File: config.mk
export PLATFORM = sky130hd
export DESIGN_NAME = xcvr_state_ctrl
export DESIGN_NICKNAME = d
export VERILOG_FILES = /design/src/rtl/xsp_pkg.sv /design/src/rtl/xsp_permit.sv /design/src/rtl/xsp_err_flag.sv /design/src/rtl/xcvr_state_ctrl.sv
export SDC_FILE = /design/constraint.sdc
export NUM_CORES = 1
export LEC_CHECK = 0
export CAP_MARGIN = 0
export CORE_AREA = 2 2 39 41
export CTS_BUF_LIST = sky130_fd_sc_hd__clkbuf_4
export CTS_CLUSTER_SIZE = 8
export DETAILED_ROUTE_END_ITERATION = 12
export DIE_AREA = 0 0 41 43
export PLACE_DENSITY = 0.74
export SLEW_MARGIN = 20
export SYNTH_ARGS = -nofsm -noshare
export SYNTH_HDL_FRONTEND = slang
export SYNTH_SLANG_ARGS = --single-unit
File: constraint.sdc
create_clock -name clk -period 2.08 [get_ports clk]
set_input_delay 0.312 -clock clk [delete_from_list [all_inputs] [get_ports clk]]
set_output_delay 0.312 -clock clk [all_outputs]
set_load 0.02 [all_outputs]
File: src/rtl/xsp_pkg.sv
package xsp_pkg;

   localparam int CODE_W = 3;
   localparam int NUM_XS = 4;

   typedef enum logic [CODE_W-1:0] {
      XS_OFF    = 3'd0,
      XS_ON     = 3'd1,
      XS_LISTEN = 3'd2,
      XS_WAKE   = 3'd3
   } xs_e;

   typedef enum logic [CODE_W-1:0] {
      CM_NORMAL   = 3'd0,
      CM_STANDBY  = 3'd1,
      CM_SLEEP    = 3'd2,
      CM_RESTART  = 3'd3,
      CM_FAILSAFE = 3'd4
   } cm_e;

   localparam int NUM_CM = 5;

   // Permission mask per chip mode, bit index = transceiver code.
   function automatic logic [NUM_XS-1:0] permit_mask(input int mode);
      case (mode)
         0:       return 4'b1111;
         1:       return 4'b1101;
         2, 3, 4: return 4'b1001;
         default: return 4'b0000;
      endcase
   endfunction

endpackage

File: src/rtl/xsp_permit.sv
module xsp_permit #(
   parameter int STATE_W = 3,
   parameter int MODE_W  = 3
) (
   input  logic [MODE_W-1:0]  mode_i,
   input  logic [STATE_W-1:0] state_i,
   output logic               ok_o
);
   import xsp_pkg::*;

   localparam int NMODE = 1 << MODE_W;

   logic [NUM_XS-1:0] mask [NMODE];

   for (genvar m = 0; m < NMODE; m++) begin : g_mask
      assign mask[m] = permit_mask(m);
   end

   logic state_known;
   assign state_known = (state_i < STATE_W'(NUM_XS));

   always_comb begin
      ok_o = 1'b0;
      if (state_known) ok_o = mask[mode_i][state_i[1:0]];
   end

endmodule

File: src/rtl/xsp_err_flag.sv
module xsp_err_flag (
   input  logic clk,
   input  logic rst_n,
   input  logic set_i,
   input  logic clr_i,
   output logic flag_o
);

   always_ff @(posedge clk or negedge rst_n) begin
      if (!rst_n)      flag_o <= 1'b0;
      else if (set_i)  flag_o <= 1'b1;
      else if (clr_i)  flag_o <= 1'b0;
   end

   p_hold_r9: assert property (@(posedge clk) disable iff (!rst_n)
      (flag_o && !clr_i) |=> flag_o);

   p_set_wins_r9: assert property (@(posedge clk) disable iff (!rst_n)
      set_i |=> flag_o);

   p_clear_r9: assert property (@(posedge clk) disable iff (!rst_n)
      (clr_i && !set_i) |=> !flag_o);

endmodule

File: src/rtl/xcvr_state_ctrl.sv
module xcvr_state_ctrl #(
   parameter int STATE_W = 3,
   parameter int MODE_W  = 3
) (
   input  logic               clk,
   input  logic               rst_n,
   input  logic               mode_req_vld_i,
   input  logic [MODE_W-1:0]  mode_req_i,
   input  logic               state_wr_i,
   input  logic [STATE_W-1:0] state_req_i,
   input  logic               tie_mode_i,
   input  logic               fs_off_i,
   input  logic               err_clr_i,
   output logic [MODE_W-1:0]  chip_mode_o,
   output logic [STATE_W-1:0] xcvr_state_o,
   output logic               mode_err_o
);
   import xsp_pkg::*;

   localparam logic [STATE_W-1:0] ST_OFF  = STATE_W'(XS_OFF);
   localparam logic [STATE_W-1:0] ST_ON   = STATE_W'(XS_ON);
   localparam logic [STATE_W-1:0] ST_WAKE = STATE_W'(XS_WAKE);
   localparam logic [MODE_W-1:0]  MD_NORM = MODE_W'(CM_NORMAL);
   localparam logic [MODE_W-1:0]  MD_STBY = MODE_W'(CM_STANDBY);
   localparam logic [MODE_W-1:0]  MD_FS   = MODE_W'(CM_FAILSAFE);

   if (STATE_W < CODE_W) begin : g_chk_state
      $error("STATE_W must hold every transceiver code");
   end
   if (MODE_W < CODE_W) begin : g_chk_mode
      $error("MODE_W must hold every chip mode code");
   end

   logic [MODE_W-1:0]  mode_q, mode_d;
   logic [STATE_W-1:0] state_q, state_d;
   logic               entry_ok, req_ok, mode_known, err_set;

   // Target mode against the present state; present mode against the write.
   xsp_permit #(.STATE_W(STATE_W), .MODE_W(MODE_W)) u_entry (
      .mode_i (mode_req_i),
      .state_i(state_q),
      .ok_o   (entry_ok)
   );

   xsp_permit #(.STATE_W(STATE_W), .MODE_W(MODE_W)) u_write (
      .mode_i (mode_q),
      .state_i(state_req_i),
      .ok_o   (req_ok)
   );

   assign mode_known = (mode_req_i < MODE_W'(NUM_CM));

   always_comb begin
      mode_d  = mode_q;
      state_d = state_q;
      err_set = 1'b0;
      if (mode_req_vld_i) begin
         if (!mode_known) begin
            err_set = 1'b1;
         end else if (tie_mode_i || mode_req_i == MD_FS || entry_ok) begin
            mode_d = mode_req_i;
            if (mode_req_i == MD_FS) state_d = fs_off_i ? ST_OFF : ST_WAKE;
         end else begin
            err_set = 1'b1;
         end
      end else if (state_wr_i && !tie_mode_i) begin
         if (req_ok) state_d = state_req_i;
         else        err_set = 1'b1;
      end
      if (tie_mode_i) begin
         if (mode_d == MD_NORM)    state_d = ST_ON;
         else if (mode_d == MD_FS) state_d = fs_off_i ? ST_OFF : ST_WAKE;
         else                      state_d = ST_WAKE;
      end
   end

   always_ff @(posedge clk or negedge rst_n) begin
      if (!rst_n) begin
         mode_q  <= MD_STBY;
         state_q <= ST_WAKE;
      end else begin
         mode_q  <= mode_d;
         state_q <= state_d;
      end
   end

   xsp_err_flag u_err (
      .clk   (clk),
      .rst_n (rst_n),
      .set_i (err_set),
      .clr_i (err_clr_i),
      .flag_o(mode_err_o)
   );

   assign chip_mode_o  = mode_q;
   assign xcvr_state_o = state_q;

   p_code_range_r1: assert property (@(posedge clk) disable iff (!rst_n)
      (xcvr_state_o < STATE_W'(NUM_XS)) && (chip_mode_o < MODE_W'(NUM_CM)));

   p_tied_normal_r2: assert property (@(posedge clk) disable iff (!rst_n)
      (tie_mode_i && mode_req_vld_i && mode_req_i == MD_NORM) |=> xcvr_state_o == ST_ON);

   p_mode_refused_r3: assert property (@(posedge clk) disable iff (!rst_n)
      (mode_req_vld_i && !tie_mode_i && mode_known && mode_req_i != MD_FS && !entry_ok)
      |=> ($stable(chip_mode_o) && $stable(xcvr_state_o) && mode_err_o));

   p_write_refused_r4: assert property (@(posedge clk) disable iff (!rst_n)
      (state_wr_i && !mode_req_vld_i && !tie_mode_i && !req_ok)
      |=> ($stable(xcvr_state_o) && mode_err_o));

   p_standby_no_on_r6: assert property (@(posedge clk) disable iff (!rst_n)
      (chip_mode_o == MD_STBY && !tie_mode_i) |-> xcvr_state_o != ST_ON);

   p_low_modes_r7: assert property (@(posedge clk) disable iff (!rst_n)
      (chip_mode_o != MD_NORM && chip_mode_o != MD_STBY)
      |-> (xcvr_state_o == ST_OFF || xcvr_state_o == ST_WAKE));

   p_failsafe_entry_r8: assert property (@(posedge clk) disable iff (!rst_n)
      (mode_req_vld_i && mode_req_i == MD_FS)
      |=> (chip_mode_o == MD_FS && xcvr_state_o == ($past(fs_off_i) ? ST_OFF : ST_WAKE)));

endmodule

==> flow_summary_export.csv, run 1 <==
group,metric,value,unit
synthesis,synth_area,543.0,um2
setup_path,crit_arrival,1.97,ns
placed_design,place_congestion,0.8796,
run,drv_cap,0,
clocking,cts_buffers,3,
timing,slew-limit-headroom,69.75,%
synthesis,synth.top_cell.area_share,18.43,%
final_layout,layout_common_cells,"clkdlybuf4s50_1, o21ai_0, inv_1, nor2_1, buf_4",
synthesis,yosys.area.top_type,"dfrtp_1",
setup_path,cp_top_family,"simple AND/OR/NAND/NOR gates",
final_layout,layout_commonest_cell,"clkdlybuf4s50_1",
drt,wirelength,1.530,mm
drt,drt_iter0_drc,26,
setup_path,cp.depth,6,
timing,finalClockSkew,0.009069,ns
timing,clock.fmax,541.4,MHz
setup_path,crit_slowest_cell,"clkdlybuf4s50_1",
pwr,leakagePower,0.3261,nW
timing,hold_viol,0,
die,fp.dieW,41,um
setup_path,cp_cell_sequence,"clkdlybuf4s50_1 > nor2_1 > or3_1 > a21oi_1 > nor3_1 > mux2_2",
timing,worstMarginPinSlew,0.4479,ns
final_layout,layout.nets,103,
setup_path,cp-startpoint,"mode_req_i[1]",
setup_path,r2r-start,"xcvr_state_o[0]$_DFFE_PN1P_",
setup_path,path_class,"primary input to flop",
setup_path,reg2regPathDepth,5,
placed_design,place_ws,0.001191,ns
clocking,post_cts_resized,0,
drt,drc,0,
clocking,path_clk_slew,0.06,ns
die,initial_core_util,39.24,%
drt,ant_nets,0,
timing,grt_setup_unrepaired,"no",
grt,grtUsageMet3,5.236,%
timing,setup_tns,0,ns
timing,fin_crit,1.847,ns
die,core,0.001384,mm2
setup_path,cp.required,2.21,ns
die,ios,20,
synthesis,ys_warn_count,0,
final_layout,diodes,0,
pwr,powerDensity,664.2,mW/mm2
grt,grt_overflow,0,
die,dieArea,0.001763,mm2
clocking,cts_setup_buffers,0,
timing,fin_crit_sh,88.81,%
synthesis,synth-seq-cells,7,
grt,grt_max_degree,10,
clocking,htreeDepth,1,
grt,grt_usage,21.91,%
setup_path,start_kind,"primary input",
placed_design,dp_hpwl,1.194,mm
timing,timing.final.ws_setup,0.2328,ns
die,die_height,43,um
clocking,cts_root_buffer,"clkbuf_4",
timing,drv_slew,0,
setup_path,r2r_setup_slack,0.32,ns
grt,top_usage_layer,"met2",
synthesis,synth.avg_cell_area,8.619,um2
clocking,clk_path_buf_depth,2,
final_layout,areaGrowthSynthToFinish,48.39,%
drt,first_pass_iters,5,
grt,use_met1,29.57,%
setup_path,worstPathMaxFanout,7,
grt,met2_usage,30.94,%
synthesis,synth_nets,76,
clocking,postCtsHoldBufs,0,
placed_design,portBuffers,19,
synthesis,synth_cells,63,
die,rows,14,
setup_path,endpoint_kind,"flop",
drt,wl_per_cell,14.57,um
synthesis,ys_types,33,
setup_path,cp-endpoint,"chip_mode_o[1]$_DFF_PN0_",
timing,setup_viol,0,
setup_path,r2r_end,"xcvr_state_o[1]$_DFFE_PN1P_",
setup_path,max_stage_delay,0.44,ns
synthesis,ys_seq_area_share,32.95,%
synthesis,synth.area.top_cells,"dfrtp_1, dfstp_2, o21ai_0, o41ai_1, inv_1",
drt,avgViaCountPerCell,6.019,
clocking,cts_tree,"built",
timing,hold_ws,0.3176,ns
final_layout,drive_above_1_share,19.10,%
grt,grt_pass1_wl,2.525,mm
hold_path,hold_path_class,"primary input to async pin",
clocking,clock_sinks,7,
setup_path,path_buf_inv,1,
clocking,clkLatencyLatePin,0.25,ns
pwr,vdd_drop_max,322.7,uV
outcome,outcome,"finished clean",
grt,grt_antenna_before_repair,0,
grt,grt_pass1_vias,571,
drt,vias,632,
## state kept, by name, indices dropped and copies added, names as in the netlist
| register | cells |
|---|---|
| u_err.flag_o | 1 |
| chip_mode_o | 3 |
| xcvr_state_o | 3 |
## routing by layer
| layer | share of wire, % | wire (um) | vias up |
|---|---|---|---|
| met5 | 0 | 0 | - |
| li1 | - | - | 297 |
| met4 | 1.2 | 19 | 0 |
| met2 | 50 | 761 | 34 |
| met3 | 7.0 | 107 | 2 |
| met1 | 42 | 643 | 299 |
## synth_stat cells
library cell and n:
a211oi_1 1, a21oi_1 4, a311o_2 1, a31oi_1 2, a32oi_1 1, and3b_1 1
buf_6 1, clkbuf_1 1, dfrtp_1 4, dfstp_2 3, inv_1 6, mux2_2 2
nand2_1 1, nand2b_1 1, nand4b_1 1, nor2_1 5, nor2b_1 2, nor3_1 1
nor4_1 1, o211a_1 1, o211ai_1 1, o21ai_0 7, o21ba_2 1, o21bai_1 1
o221ai_1 1, o22a_1 2, o311ai_0 1, o31ai_1 1, o41ai_1 3, or2_2 1
or3_1 2, or4_1 1, xnor2_1 1
## area by class of cell
cell class	instances	area [um2]
fill	130	578.1
multi-input combinational	48	326.6
timing repair buffer	24	227.7
sequential	7	178.9
clock buffer	4	30.03
inverter	6	22.52
tap	16	20.02
## power by group
| part | switching [mW] | internal, mW |
|---|---|---|
| Sequential | 0.0293 | 0.166 |
| Combinational | 0.0981 | 0.105 |
| Clock | 0.0504 | 0.0862 |
| Total | 0.178 | 0.357 |
## how the worst min path moves through the flow
stage	to	slack, ns	depth (start not counted)
after global routing	u_err.flag_o$_DFFE_PN0P_	0.34	1
final	u_err.flag_o$_DFFE_PN0P_	0.32	1
after CTS	u_err.flag_o$_DFFE_PN0P_	0.33	1
after global placement	u_err.flag_o$_DFFE_PN0P_	0.49	2
after detailed placement	u_err.flag_o$_DFFE_PN0P_	0.51	2
after floorplan	chip_mode_o[1]$_DFF_PN0_	0.02	0
## cells by family (layout without fill, tap and decap cells)
family	count (synthesis)	after routing	share of synthesized area [%]
buf+inv	8	34	6.911
compound gates	28	28	36.64
simple gates	17	17	17.74
mux	2	2	4.147
flops	7	7	32.95
xor+xnor	1	1	1.613
## through the flow
step	cell area (um2)	power, mW	util [%]	cells
after detailed placement	775.7	0.3976	56.06	101
after global placement	775.7	0.3966	56.06	101
final	805.8	0.5352	58.23	105
after global routing	805.8	0.5692	58.23	105
after CTS	805.8	0.5394	58.23	105
after floorplan	543.0	0.2978	-	63
Power figures use the tool's default switching activity.
==> run 2, diff against run 1 <==
--- a/config.mk
+++ b/config.mk
@@ -12,7 +12,6 @@
 export DETAILED_ROUTE_END_ITERATION = 12
 export DIE_AREA = 0 0 41 43
 export PLACE_DENSITY = 0.74
-export SLEW_MARGIN = 20
 export SYNTH_ARGS = -nofsm -noshare
 export SYNTH_HDL_FRONTEND = slang
 export SYNTH_SLANG_ARGS = --single-unit
==> results of run 2 <==
The final DEF is identical to that of run 1; final timing and power are the same.
